File: config.mk
export PLATFORM = sky130hd
export DESIGN_NAME = net_led_drv
export DESIGN_NICKNAME = d
export VERILOG_FILES = /design/src/rtl/net_led_drv.sv
export SDC_FILE = /design/constraint.sdc
export NUM_CORES = 1
export LEC_CHECK = 0
export ABC_AREA = 1
export ABC_CLOCK_PERIOD_IN_PS = 2100
export BUFFER_PORTS_ARGS = -buffer_cell sky130_fd_sc_hd__buf_2
export CORE_ASPECT_RATIO = 0.9
export CORE_MARGIN = 2
export CORE_UTILIZATION = 45
export CTS_CLUSTER_SIZE = 10
export DETAILED_ROUTE_END_ITERATION = 6
export PLACE_DENSITY = 0.66
export SLEW_MARGIN = 20
export SYNTH_ARGS = -nofsm -noshare
export SYNTH_HDL_FRONTEND = slang
export SYNTH_SLANG_ARGS = --single-unit
File: constraint.sdc
create_clock -name clk -period 2.1 [get_ports clk]
set_input_delay 0.42 -clock clk [delete_from_list [all_inputs] [get_ports clk]]
set_output_delay 0.42 -clock clk [all_outputs]
set_load 0.03 [all_outputs]
File: src/rtl/net_led_drv.sv
module net_led_drv #(
  parameter int CLK_FREQ_HZ = 125_000_000,
  parameter int BLINK_MS    = 80
) (
  input  logic       clk,
  input  logic       rst_n,
  input  logic       link_up,
  input  logic       spd100,
  input  logic       an_busy,
  input  logic       cable_in,
  input  logic       fdx,
  input  logic       tx_act,
  input  logic       rx_act,
  input  logic       cfg_we,
  input  logic [8:0] cfg_wdata,
  input  logic [2:0] pin_in,
  output logic [2:0] pin_oe,
  output logic [2:0] pin_out,
  output logic [2:0] pin_rd
);
  localparam int NPIN  = 3;
  localparam int TICKS = (CLK_FREQ_HZ / 1000) * BLINK_MS;
  localparam int CW    = (TICKS > 1) ? $clog2(TICKS) : 1;
  localparam logic [CW-1:0] LAST = CW'(TICKS - 1);
  localparam logic [3*NPIN-1:0] CFG_RST = 9'h1C0;

  typedef enum logic [1:0] {BL_REST, BL_OFF, BL_HOLD} bl_t;

  bl_t             st;
  logic [CW-1:0]   cnt;
  logic            pend;
  logic [3*NPIN-1:0] cfg;
  logic [NPIN-1:0] s1, s2;
  logic [NPIN-1:0] led_on;

  wire act  = tx_act | rx_act;
  wire done = (cnt == LAST);

  always_ff @(posedge clk) begin
    if (!rst_n || !link_up) begin
      st   <= BL_REST;
      cnt  <= '0;
      pend <= 1'b0;
    end else begin
      case (st)
        BL_REST: if (act) begin st <= BL_OFF; cnt <= '0; end
        BL_OFF: begin
          if (act) pend <= 1'b1;
          if (done) begin st <= BL_HOLD; cnt <= '0; end
          else cnt <= cnt + 1'b1;
        end
        BL_HOLD: begin
          if (done) begin
            cnt  <= '0;
            pend <= 1'b0;
            st   <= (pend || act) ? BL_OFF : BL_REST;
          end else begin
            cnt <= cnt + 1'b1;
            if (act) pend <= 1'b1;
          end
        end
        default: st <= BL_REST;
      endcase
    end
  end

  always_ff @(posedge clk) begin
    if (!rst_n) begin
      cfg <= CFG_RST;
      s1  <= '0;
      s2  <= '0;
    end else begin
      if (cfg_we) cfg <= cfg_wdata;
      s1 <= pin_in;
      s2 <= s1;
    end
  end

  assign pin_rd    = s2;
  assign led_on[0] = !(link_up && cable_in && !an_busy && !spd100);
  assign led_on[1] = link_up && (st != BL_OFF);
  assign led_on[2] = link_up && fdx;

  for (genvar i = 0; i < NPIN; i++) begin : g_pin
    wire [1:0] mode = cfg[2*i +: 2];
    wire       val  = cfg[2*NPIN + i];
    always_comb begin
      case (mode)
        2'b00:   begin pin_oe[i] = led_on[i]; pin_out[i] = 1'b0; end
        2'b01:   begin pin_oe[i] = 1'b0;      pin_out[i] = 1'b0; end
        2'b10:   begin pin_oe[i] = 1'b1;      pin_out[i] = val;  end
        default: begin pin_oe[i] = !val;      pin_out[i] = 1'b0; end
      endcase
    end

    p_drive_high_pp_r10: assert property (@(posedge clk) disable iff (!rst_n)
      pin_out[i] |-> (mode == 2'b10));
    p_input_released_r9: assert property (@(posedge clk) disable iff (!rst_n)
      (mode == 2'b01) |-> !pin_oe[i]);
  end

  logic [1:0] age;
  always_ff @(posedge clk) begin
    if (!rst_n) age <= '0;
    else if (age != 2'd3) age <= age + 1'b1;
  end

  p_sync_two_r9: assert property (@(posedge clk) disable iff (!rst_n)
    (age == 2'd3) |-> (pin_rd == $past(pin_in, 2)));
  p_drop_off_r2: assert property (@(posedge clk) disable iff (!rst_n)
    !link_up |-> !led_on[1]);
  p_off_held_r3: assert property (@(posedge clk) disable iff (!rst_n)
    (st == BL_OFF && !done && link_up) |=> (!led_on[1]));
  p_hold_on_r4: assert property (@(posedge clk) disable iff (!rst_n)
    (st == BL_HOLD && !done && link_up) |=> (led_on[1] || !link_up));
  p_rest_start_r3: assert property (@(posedge clk) disable iff (!rst_n)
    (st == BL_REST && link_up && act) |=> (st == BL_OFF || !link_up));
endmodule

==> results of run 1 <==
==> sequential cells by signal (all words and copies together), names as in the netlist <==
register	flops
cfg	9
st	2
cnt	24
pin_rd	3
s1	3
pend	1
==> cell type report <==
cell class | count | area share, %
flip-flops and latches | 42 | 32.23
clock buffers | 5 | 2.638
clock inverters | 3 | 1.679
well taps | 65 | 3.118
repair buffers | 33 | 7.578
inverters | 43 | 6.187
multi-input cells | 237 | 46.57
==> metrics by stage <==
| step | total power, mW | hold WS, ns |
|---|---|---|
| floorplan | 0.9620 | 0.3905 |
| global placement | 1.020 | 0.3973 |
| detailed placement | 1.021 | 0.3994 |
| CTS | 1.675 | 0.2915 |
| global route | 1.728 | 0.2876 |
| finish | 1.654 | 0.2986 |
==> cells in the final DEF (no fill, tap or decap), types with 2 or more instances in the layout <==
| cell type | count |
|---|---|
| ha_1 | 5 |
| a21oi_1 | 8 |
| nand2_1 | 66 |
| nand3_1 | 27 |
| nand4_1 | 8 |
| inv_1 | 36 |
| clkbuf_8 | 5 |
| xor2_1 | 7 |
| nand2_2 | 6 |
| buf_2 | 30 |
| o21ai_1 | 2 |
| nor2_4 | 4 |
| xnor2_1 | 2 |
| nor3_1 | 6 |
| o21ai_0 | 12 |
| buf_12 | 2 |
| o21bai_1 | 3 |
| nor3_2 | 2 |
| dfxtp_1 | 42 |
| inv_2 | 6 |
| nor2_2 | 15 |
| nor2_1 | 54 |
==> worst max-delay path: cells and delay by family, from the launching register on <==
family                     cells  cell delay [ns]
and+or+nand+nor                4             0.40
xor gates and xnor gates       1             0.16
buffers and inverters          3             0.56
adders and majority gates      1             0.21
DFF                            1             0.38
==> layer usage <==
| metal | global-route usage, % | vias up | wire (um) |
|---|---|---|---|
| li1 | - | 1101 | - |
| met1 | 23.66 | 916 | 2280 |
| met2 | 29.72 | 56 | 2071 |
| met3 | 4.156 | 7 | 233 |
| met4 | 6.322 | 0 | 71 |
| met5 | 0 | - | 0 |
==> worst max path at each step <==
stage          slack, ns  cells after the start  start         to
6_report            0.28                      9  st[0]    cnt[17]
2_1_floorplan       0.55                      2    fdx  pin_oe[2]
5_1_grt             0.13                      9  st[0]    cnt[17]
3_5_place_dp        0.30                      9  st[0]    cnt[17]
3_3_place_gp        0.35                      9  st[0]    cnt[17]
4_1_cts             0.28                      9  st[0]    cnt[17]
==> power groups by stage <==
stage,combinational (mW),clock (mW),sequential (mW)
floorplan,0.112,0,0.850
global placement,0.172,0,0.848
detailed placement,0.173,0,0.848
CTS,0.173,0.671,0.830
global route,0.192,0.704,0.833
finish,0.172,0.653,0.830
==> kinds of logic after synthesis <==
family | after synthesis | share of synthesized area (%)
fa+ha+maj | 5 | 2.759
compound gates | 32 | 8.169
flops | 42 | 37.09
xor+xnor | 9 | 3.477
buf+inv | 51 | 9.326
simple gates | 191 | 39.18
==> flow_summary_export.csv, run 1 <==
group,metric,value,unit
status,status,"complete, no violations",
power,p_leak,1.066,nW
floorplan,die_area,5623,um2
global_routing,grt_pass1_wl,8245,um
global_routing,grt_antenna_before_repair,0,
power,p_clk_share,39.5,%
logic_synthesis,synth_common_cells,"nand2_1 (66), nor2_1 (54), dfxtp_1 (42)",
worst_setup_path,cp_data_required_time,2.29,ns
drt,wl,4657,um
timing,finalHoldViolCount,0,
worst_setup_path,critical_path_arrival,2.01,ns
logic_synthesis,avgSynthCellArea,6.870,um2
min_path,holdPathStages,3,
cts,cts_buffer_depth,2,
power,p_int,1.238,mW
global_routing,grt_max_degree,21,
timing,max_freq,0.5493,GHz
logic_synthesis,synth_most_common_cell,"nand2_1",
power,combPwrFrac,10.4,%
placement,port_buffers,30,
worst_setup_path,slowest_stage,"dfxtp_1",
timing,fin_ws,0.2795,ns
worst_setup_path,reg2reg_slack,0.28,ns
placement,hpwl,3515,um
cts,cts_tree,"built",
power,seqPwrFrac,50.1,%
finish,drive_gt1_share,20.94,%
worst_setup_path,r2r_start,"st[0]",
drt,via_per_inst,4.860,
floorplan,die_w,78.82,um
timing,period_minus_slack,1.821,ns
worst_setup_path,r2r-end,"cnt[17]",
placement,place.gp.congestion,0.9757,
drt,ant_nets,0,
timing,grt_setup_unrepaired,"no",
logic_synthesis,synth_area,2267,um2
power,swShare,25.18,%
timing,clock_skew,0.008309,ns
power,p_per_area,634.2,nW/um2
cts,cts.clk_slew.worst_paths,0.09,ns
timing,relSlewSlack,76.82,%
finish,syn2layout_area_growth,15.07,%
cts,h-tree-depth,2,
job,cap_violations,0,
logic_synthesis,netlist_top_cells_area,"dfxtp_1 (37%), nand2_1 (11%), nor2_1 (8.9%), inv_1 (6.0%), nand3_1 (6.0%)",
global_routing,grt-ovfl-total,0,
finish,num_antenna_cells,0,
worst_setup_path,critical-path-max-stage-delay,0.38,ns
logic_synthesis,synth-edff-count,0,
placement,placed_cells,420,
worst_setup_path,end_kind,"flip-flop",
drt,vias,2080,
logic_synthesis,syn_nets,357,
logic_synthesis,synth_ff_type,"dfxtp_1",
floorplan,rows,24,
cts,cts_setup_buffers,0,
logic_synthesis,synth.top_cell.area_share,37.09,%
timing,finalSetupViolCount,0,
timing,tightestPinTransition,0.3473,ns
finish,multi_input_area,1215,um2
finish,final_cells,428,
floorplan,core,4865,um2
timing,fin_crit_sh,86.69,%
global_routing,track_usage,18.11,%
placement,dpl_cell_area,2496,um2
finish,final_nets,389,
min_path,hp-start,"pin_in[0]",
worst_setup_path,worstSetupPathType,"flip-flop to flip-flop",
drt,drc,0,
finish,num-fill-cells,483,
cts,root_buffer,"clkbuf_8",
min_path,worstHoldEndpoint,"s1[0]",
power,p_sw,416.6,uW
floorplan,die_y,71.34,um
cts,cts.sinks,42,
drt,wl_per_cell,10.88,um
drt,drtPass1Iterations,5,
cts,cts_resized,0,
cts,cts_buffers,5,
finish,final_util,53.63,%
finish,seq_area,840.8,um2
worst_setup_path,path_cells,"inv_1 > ha_1 > nand3_1 > nand2_2 > inv_1 > buf_12 > nand3_1 > xor2_1 > nor2_2",
floorplan,initial_core_util,46.60,%
logic_synthesis,netlist_instances,330,
logic_synthesis,yosys_warnings,0,
timing,slew_viol_final,0,
floorplan,ioPinCount,31,
finish,final_area,2609,um2
logic_synthesis,seq_area_frac_synth,37.09,%
worst_setup_path,rr_worst_depth,9,
logic_synthesis,yosys.area.top_type,"dfxtp_1",
logic_synthesis,synthArstFlopShare,0,%
logic_synthesis,yosys_register_bits,42,
worst_setup_path,cp-start-kind,"flip-flop",
placement,dpl_worst_slack,0.2962,ns
cts,clk-insertion-delay-late,0.30,ns
drt,drt_iter0_drc,125,
global_routing,grt_pass1_vias,1943,
min_path,hold_class,"input pin to flip-flop",
logic_synthesis,ys_types,34,
worst_setup_path,worstPathMaxFanout,11,
cts,postCtsHoldBufs,0,
power,ir_worst_vdd,0.4670,mV
timing,tns,0,ns
(Power assumes the default switching activity.)
==> run 2: changes to the inputs <==
--- a/config.mk
+++ b/config.mk
@@ -8,3 +8,3 @@
 export ABC_AREA = 1
-export ABC_CLOCK_PERIOD_IN_PS = 2100
+export ABC_CLOCK_PERIOD_IN_PS = 2000
 export BUFFER_PORTS_ARGS = -buffer_cell sky130_fd_sc_hd__buf_2
==> constraint.sdc (replaced) <==
create_clock -name clk -period 2 [get_ports clk]
set_input_delay 0.4 -clock clk [delete_from_list [all_inputs] [get_ports clk]]
set_output_delay 0.4 -clock clk [all_outputs]
set_load 0.05 [all_outputs]
==> run 2 against run 1 <==
Net effect:
- total power up 5.2%
- clock power up 3%
- critical path type is now flip-flop to primary output
- flip-flop and latch count unchanged
- first-iteration DRC count down 25%
- critical path depth down 4
- cell area down 0.29%
- clock skew down 0.00061 ns
- worst setup slack worse by 0.13 ns
- global-route usage up 0.70 points
- combinational power up 15%
- via count down 1.3%
==> flow_summary_export.csv, run 2 (same netlist as run 1, synthesis figures left out) <==
group,metric,value,unit
timing,max_freq,0.5397,GHz
placement,port_buffers,30,
floorplan,core,4865,um2
cts,cts.sinks,42,
drt,wl_per_cell,11.25,um
cts,cts_buffers,5,
finish,top_regs,"cnt: 24 flops, cfg: 9 flops",
timing,grt_setup_unrepaired,"no",
worst_setup_path,cp_data_required_time,1.60,ns
worst_setup_path,rr_worst_depth,9,
power,design_power_total,1.740,mW
floorplan,die_w,78.82,um
drt,drtPass1Iterations,6,
finish,num_antenna_cells,0,
floorplan,ioPinCount,31,
timing,whs,0.2877,ns
global_routing,grt_pass1_wl,8562,um
worst_setup_path,r2r-end,"cnt[17]",
drt,ant_nets,0,
worst_setup_path,end_kind,"primary output",
floorplan,die_area,5623,um2
cts,h-tree-depth,2,
floorplan,rows,24,
worst_setup_path,cp-start-kind,"flip-flop",
worst_setup_path,critical-path-max-stage-delay,0.39,ns
power,p_leak,1.058,nW
drt,drt_iter0_drc,94,
cts,cts.clk_slew.worst_paths,0.08,ns
worst_setup_path,critical_path_arrival,1.45,ns
finish,multi_input_area,1215,um2
worst_setup_path,slowest_stage,"dfxtp_1",
power,p_per_area,668.8,nW/um2
floorplan,die_y,71.34,um
finish,final_cell_mix,"nand2_1 (66), nor2_1 (54), dfxtp_1 (42), inv_1 (36), buf_2 (30)",
finish,top_register,"cnt",
finish,drive_gt1_share,20.88,%
cts,cts_resized,0,
global_routing,grt_pass1_vias,1955,
finish,seq_area,840.8,um2
worst_setup_path,r2r_start,"st[1]",
worst_setup_path,crit_buf_inv,2,
cts,root_buffer,"clkbuf_8",
drt,drc,0,
drt,via_per_inst,4.788,
drt,wl,4825,um
timing,finalSetupViolCount,0,
global_routing,grt_antenna_before_repair,0,
drt,vias,2054,
timing,fin_ws,0.1470,ns
timing,relSlewSlack,77.44,%
timing,finalHoldViolCount,0,
worst_setup_path,crit_end,"pin_oe[1]",
placement,place.gp.congestion,0.8724,
floorplan,initial_core_util,46.60,%
global_routing,grt-ovfl-total,0,
worst_setup_path,crit_cells,5,
timing,slew_viol_final,0,
timing,tns,0,ns
global_routing,grt_max_degree,21,
worst_setup_path,reg2reg_slack,0.20,ns
placement,dpl_worst_slack,0.2172,ns
timing,clock_skew,0.007696,ns
worst_setup_path,cp_top_family,"flip-flops",
cts,cts_tree,"built",
finish,largest_reg_flops,24,
worst_setup_path,worstSetupPathType,"flip-flop to primary output",
job,cap_violations,0,
worst_setup_path,cp-startpoint,"st[1]",
cts,cts_setup_buffers,0,
finish,final_nets,390,
finish,num-fill-cells,505,
min_path,hold_class,"input pin to flip-flop",
finish,layout_commonest_cell,"nand2_1",
timing,fin_crit_sh,92.65,%
worst_setup_path,path_cells,"inv_1 > ha_1 > nor2_1 > a22o_1 > buf_2",
power,ir_worst_vdd,0.4090,mV
cts,cts_buffer_depth,2,
placement,hpwl,3638,um
timing,period_minus_slack,1.853,ns
cts,clk-insertion-delay-late,0.29,ns
finish,syn2layout_area_growth,14.73,%
global_routing,track_usage,18.81,%
worst_setup_path,worstPathMaxFanout,4,
status,status,"complete, no violations",
cts,postCtsHoldBufs,0,
timing,tightestPinTransition,0.3358,ns
run 2: cell types whose count changed in the layout (fill, tap and decap cells not counted):
| cell | delta |
|---|---|
| buf_12 | -1 |
| clkinvlp_4 | +1 |
| buf_4 | +2 |
| clkinv_2 | -1 |
| clkbuf_1 | +1 |
| inv_6 | -1 |
run 2: power breakdown:
group | switching (mW) | internal (mW)
combinational | 0.132 | 0.0655
clock | 0.297 | 0.373
sequential | 0.0142 | 0.858
total | 0.444 | 1.30
run 2: worst min path at each step:
stage	startpoint	endpoint	slack (ns)	depth (start not counted)
3_5_place_dp	s1[2]	pin_rd[2]	0.40	2
3_3_place_gp	s1[1]	pin_rd[1]	0.40	2
2_1_floorplan	s1[0]	pin_rd[0]	0.39	2
5_1_grt	pin_in[0]	s1[0]	0.30	3
4_1_cts	pin_in[2]	s1[2]	0.28	3
6_report	pin_in[2]	s1[2]	0.29	3
run 2: metal layers:
| metal | part of all wire [%] | vias to the layer above | track usage (%) | wire length [um] |
|---|---|---|---|---|
| met2 | 45 | 52 | 30.39 | 2160 |
| li1 | - | 1105 | - | - |
| met1 | 50 | 893 | 25.97 | 2392 |
| met3 | 4.8 | 4 | 3.778 | 234 |
| met5 | 0 | - | 0 | 0 |
| met4 | 0.79 | 0 | 4.981 | 38 |
run 2: final cells by class:
cell class / count / area share (%)
Clock buffer: 6 / 2.790
Clock inverter: 2 / 1.443
Inverter: 43 / 6.205
Multi-Input combinational cell: 237 / 46.71
Sequential cell: 42 / 32.32
Tap cell: 65 / 3.127
Timing Repair Buffer: 34 / 7.407
run 2: through the flow:
| step | instances | utilization [%] | area, um2 |
|---|---|---|---|
| after global placement | 421 | 51.21 | 2491 |
| after global routing | 429 | 53.47 | 2601 |
| after floorplan | 330 | - | 2267 |
| after detailed placement | 421 | 51.21 | 2491 |
| final | 429 | 53.47 | 2601 |
| after CTS | 429 | 53.47 | 2601 |
run 2: worst register-to-register path: stages (launching register included):
cell and delay, ns:
dfxtp_1 0.39, inv_1 0.08, ha_1 0.19, nand3_1 0.13
nand2_2 0.16, inv_1 0.24, buf_4 0.19, nand3_1 0.09
xor2_1 0.17, nor2_2 0.05
==> run 3: changes to the inputs <==
CTS_CLUSTER_SIZE = 20   (was 10)
RECOVER_POWER = 50   (was not set)
==> run 3 against run 2 <==
Net effect:
- sequential share of layout area is 0.14 points higher
- clock-buffer cell count stayed put
- critical path depth stayed put
- sequential power hardly changed
- first-iteration DRC count is 1.1% higher
- non-clock buffer count stayed put
- total power is 0.17% lower
- combinational power hardly changed
- highest routed layer unchanged
==> flow_summary_export.csv, run 3 (same netlist as run 1, synthesis figures left out) <==
group,metric,value,unit
job,cap_violations,0,
cts,cts_buffers,5,
drt,maxUsedRoutingLayer,"met4",
drt,drtPass1Iterations,6,
cts,cts.sinks,42,
timing,max_freq,0.5396,GHz
cts,cts.clk_slew.worst_paths,0.08,ns
timing,whs,0.2878,ns
worst_setup_path,cp-startpoint,"st[1]",
timing,finalHoldViolCount,0,
worst_setup_path,path_cells,"inv_1 > ha_1 > nor2_1 > a22o_1 > buf_2",
worst_setup_path,cp_top_family,"flip-flops",
worst_setup_path,r2r-end,"cnt[17]",
drt,wl_met1,2392,um
timing,period_minus_slack,1.853,ns
floorplan,rows,24,
worst_setup_path,crit_end,"pin_oe[1]",
placement,place.gp.congestion,0.8724,
timing,grt_setup_unrepaired,"no",
cts,h-tree-depth,2,
finish,top_regs,"cnt: 24 flops, cfg: 9 flops",
floorplan,die_w,78.82,um
cts,clk-insertion-delay-late,0.29,ns
worst_setup_path,critical-path-max-stage-delay,0.39,ns
power,combPwrFrac,11.2,%
power,p_leak,1.025,nW
drt,via_per_inst,4.783,
finish,syn2layout_area_growth,14.24,%
drt,wl_per_cell,11.24,um
timing,fin_crit_sh,92.65,%
cts,cts_buffer_depth,2,
worst_setup_path,crit_cells,5,
power,ir_worst_vdd,0.4086,mV
worst_setup_path,worstPathMaxFanout,4,
worst_setup_path,r2r_start,"st[1]",
power,p_clk_share,38.6,%
global_routing,grt_antenna_before_repair,0,
timing,tns,0,ns
drt,ant_nets,0,
finish,final_cell_mix,"nand2_1 (66), nor2_1 (54), dfxtp_1 (42), inv_1 (36), nand3_1 (27)",
min_path,holdPathStages,3,
min_path,hold_class,"input pin to flip-flop",
timing,finalSetupViolCount,0,
placement,hpwl,3638,um
floorplan,die_area,5623,um2
placement,port_buffers,30,
worst_setup_path,slowest_stage,"dfxtp_1",
finish,num_antenna_cells,0,
finish,drive_gt1_share,18.41,%
cts,cts_resized,0,
finish,seq_area,840.8,um2
power,seqPwrFrac,50.2,%
global_routing,grt-ovfl-total,0,
timing,tightestPinTransition,0.5958,ns
power,p_per_area,670.6,nW/um2
finish,final_nets,390,
worst_setup_path,crit_buf_inv,2,
cts,cts_setup_buffers,0,
worst_setup_path,rr_worst_depth,9,
timing,relSlewSlack,60.28,%
power,p_int,1.293,mW
worst_setup_path,cp_data_required_time,1.60,ns
power,p_sw,443.8,uW
drt,wl_met2,2161,um
floorplan,core,4865,um2
floorplan,ioPinCount,31,
cts,cts_tree,"built",
drt,wl,4821,um
global_routing,grt_max_degree,21,
worst_setup_path,reg2reg_slack,0.20,ns
floorplan,initial_core_util,46.60,%
worst_setup_path,worstSetupPathType,"flip-flop to primary output",
timing,slew_viol_final,0,
drt,vias,2052,
cts,postCtsHoldBufs,0,
worst_setup_path,cp-start-kind,"flip-flop",
global_routing,grt_pass1_vias,1955,
global_routing,grt_pass1_wl,8562,um
timing,clock_skew,0.007837,ns
finish,top_register,"cnt",
worst_setup_path,end_kind,"primary output",
finish,num-fill-cells,505,
cts,root_buffer,"clkbuf_8",
status,status,"complete, no violations",
power,swShare,25.55,%
drt,wl_met3,227,um
finish,multi_input_area,1215,um2
worst_setup_path,critical_path_arrival,1.45,ns
drt,drc,0,
finish,layout_commonest_cell,"nand2_1",
global_routing,track_usage,18.81,%
finish,largest_reg_flops,24,
floorplan,die_y,71.34,um
drt,drt_iter0_drc,95,
## run 3: changes by cell type in the layout (fill, tap and decap cells not counted)
cell      before  now
buf_2         30   21
clkbuf_1       1   10
## run 3: stage by stage
stage               setup WS [ns]  util, %  power (mW)  area, um2  instances
global route              0.02920    53.24       1.825       2590        429
CTS                        0.1296    53.47       1.764       2601        429
global placement           0.2774    51.21       1.087       2491        421
detailed placement         0.2172    51.21       1.090       2491        421
floorplan                 0.07849        -       1.029       2267        330
finish                     0.1469    53.24       1.737       2590        429
## run 3: layout make-up
| class | count | share of cell area [%] |
|---|---|---|
| Inverter | 43 | 6.232 |
| Tap cell | 65 | 3.140 |
| Clock inverter | 2 | 1.449 |
| Timing Repair Buffer | 34 | 7.005 |
| Clock buffer | 6 | 2.802 |
| Sequential cell | 42 | 32.46 |
| Multi-Input combinational cell | 237 | 46.91 |
## run 3: power by group through the flow
stage | clock network [mW] | registers, mW | logic, mW
after floorplan | 0 | 0.897 | 0.133
after global placement | 0 | 0.891 | 0.197
after detailed placement | 0 | 0.892 | 0.198
after CTS | 0.693 | 0.872 | 0.199
after global routing | 0.733 | 0.875 | 0.216
final | 0.670 | 0.872 | 0.195
## run 3: worst min path at each step
stage	start	end	slack (ns)
floorplan	s1[0]	pin_rd[0]	0.39
global placement	s1[1]	pin_rd[1]	0.40
detailed placement	s1[2]	pin_rd[2]	0.40
CTS	pin_in[2]	s1[2]	0.28
global route	pin_in[0]	s1[0]	0.30
finish	pin_in[2]	s1[2]	0.29
## run 3: routing by layer
metal | vias up | track usage [%]
met5 | - | 0
met4 | 0 | 4.981
met3 | 4 | 3.778
met2 | 52 | 30.39
met1 | 891 | 25.97
li1 | 1105 | -
## run 3: worst reg2reg max path, cell delays in order (launching register included)
cell	delay [ns]
dfxtp_1	0.39
inv_1	0.08
ha_1	0.19
nand3_1	0.13
nand2_2	0.16
inv_1	0.24
buf_4	0.19
nand3_1	0.09
xor2_1	0.17
nor2_2	0.05
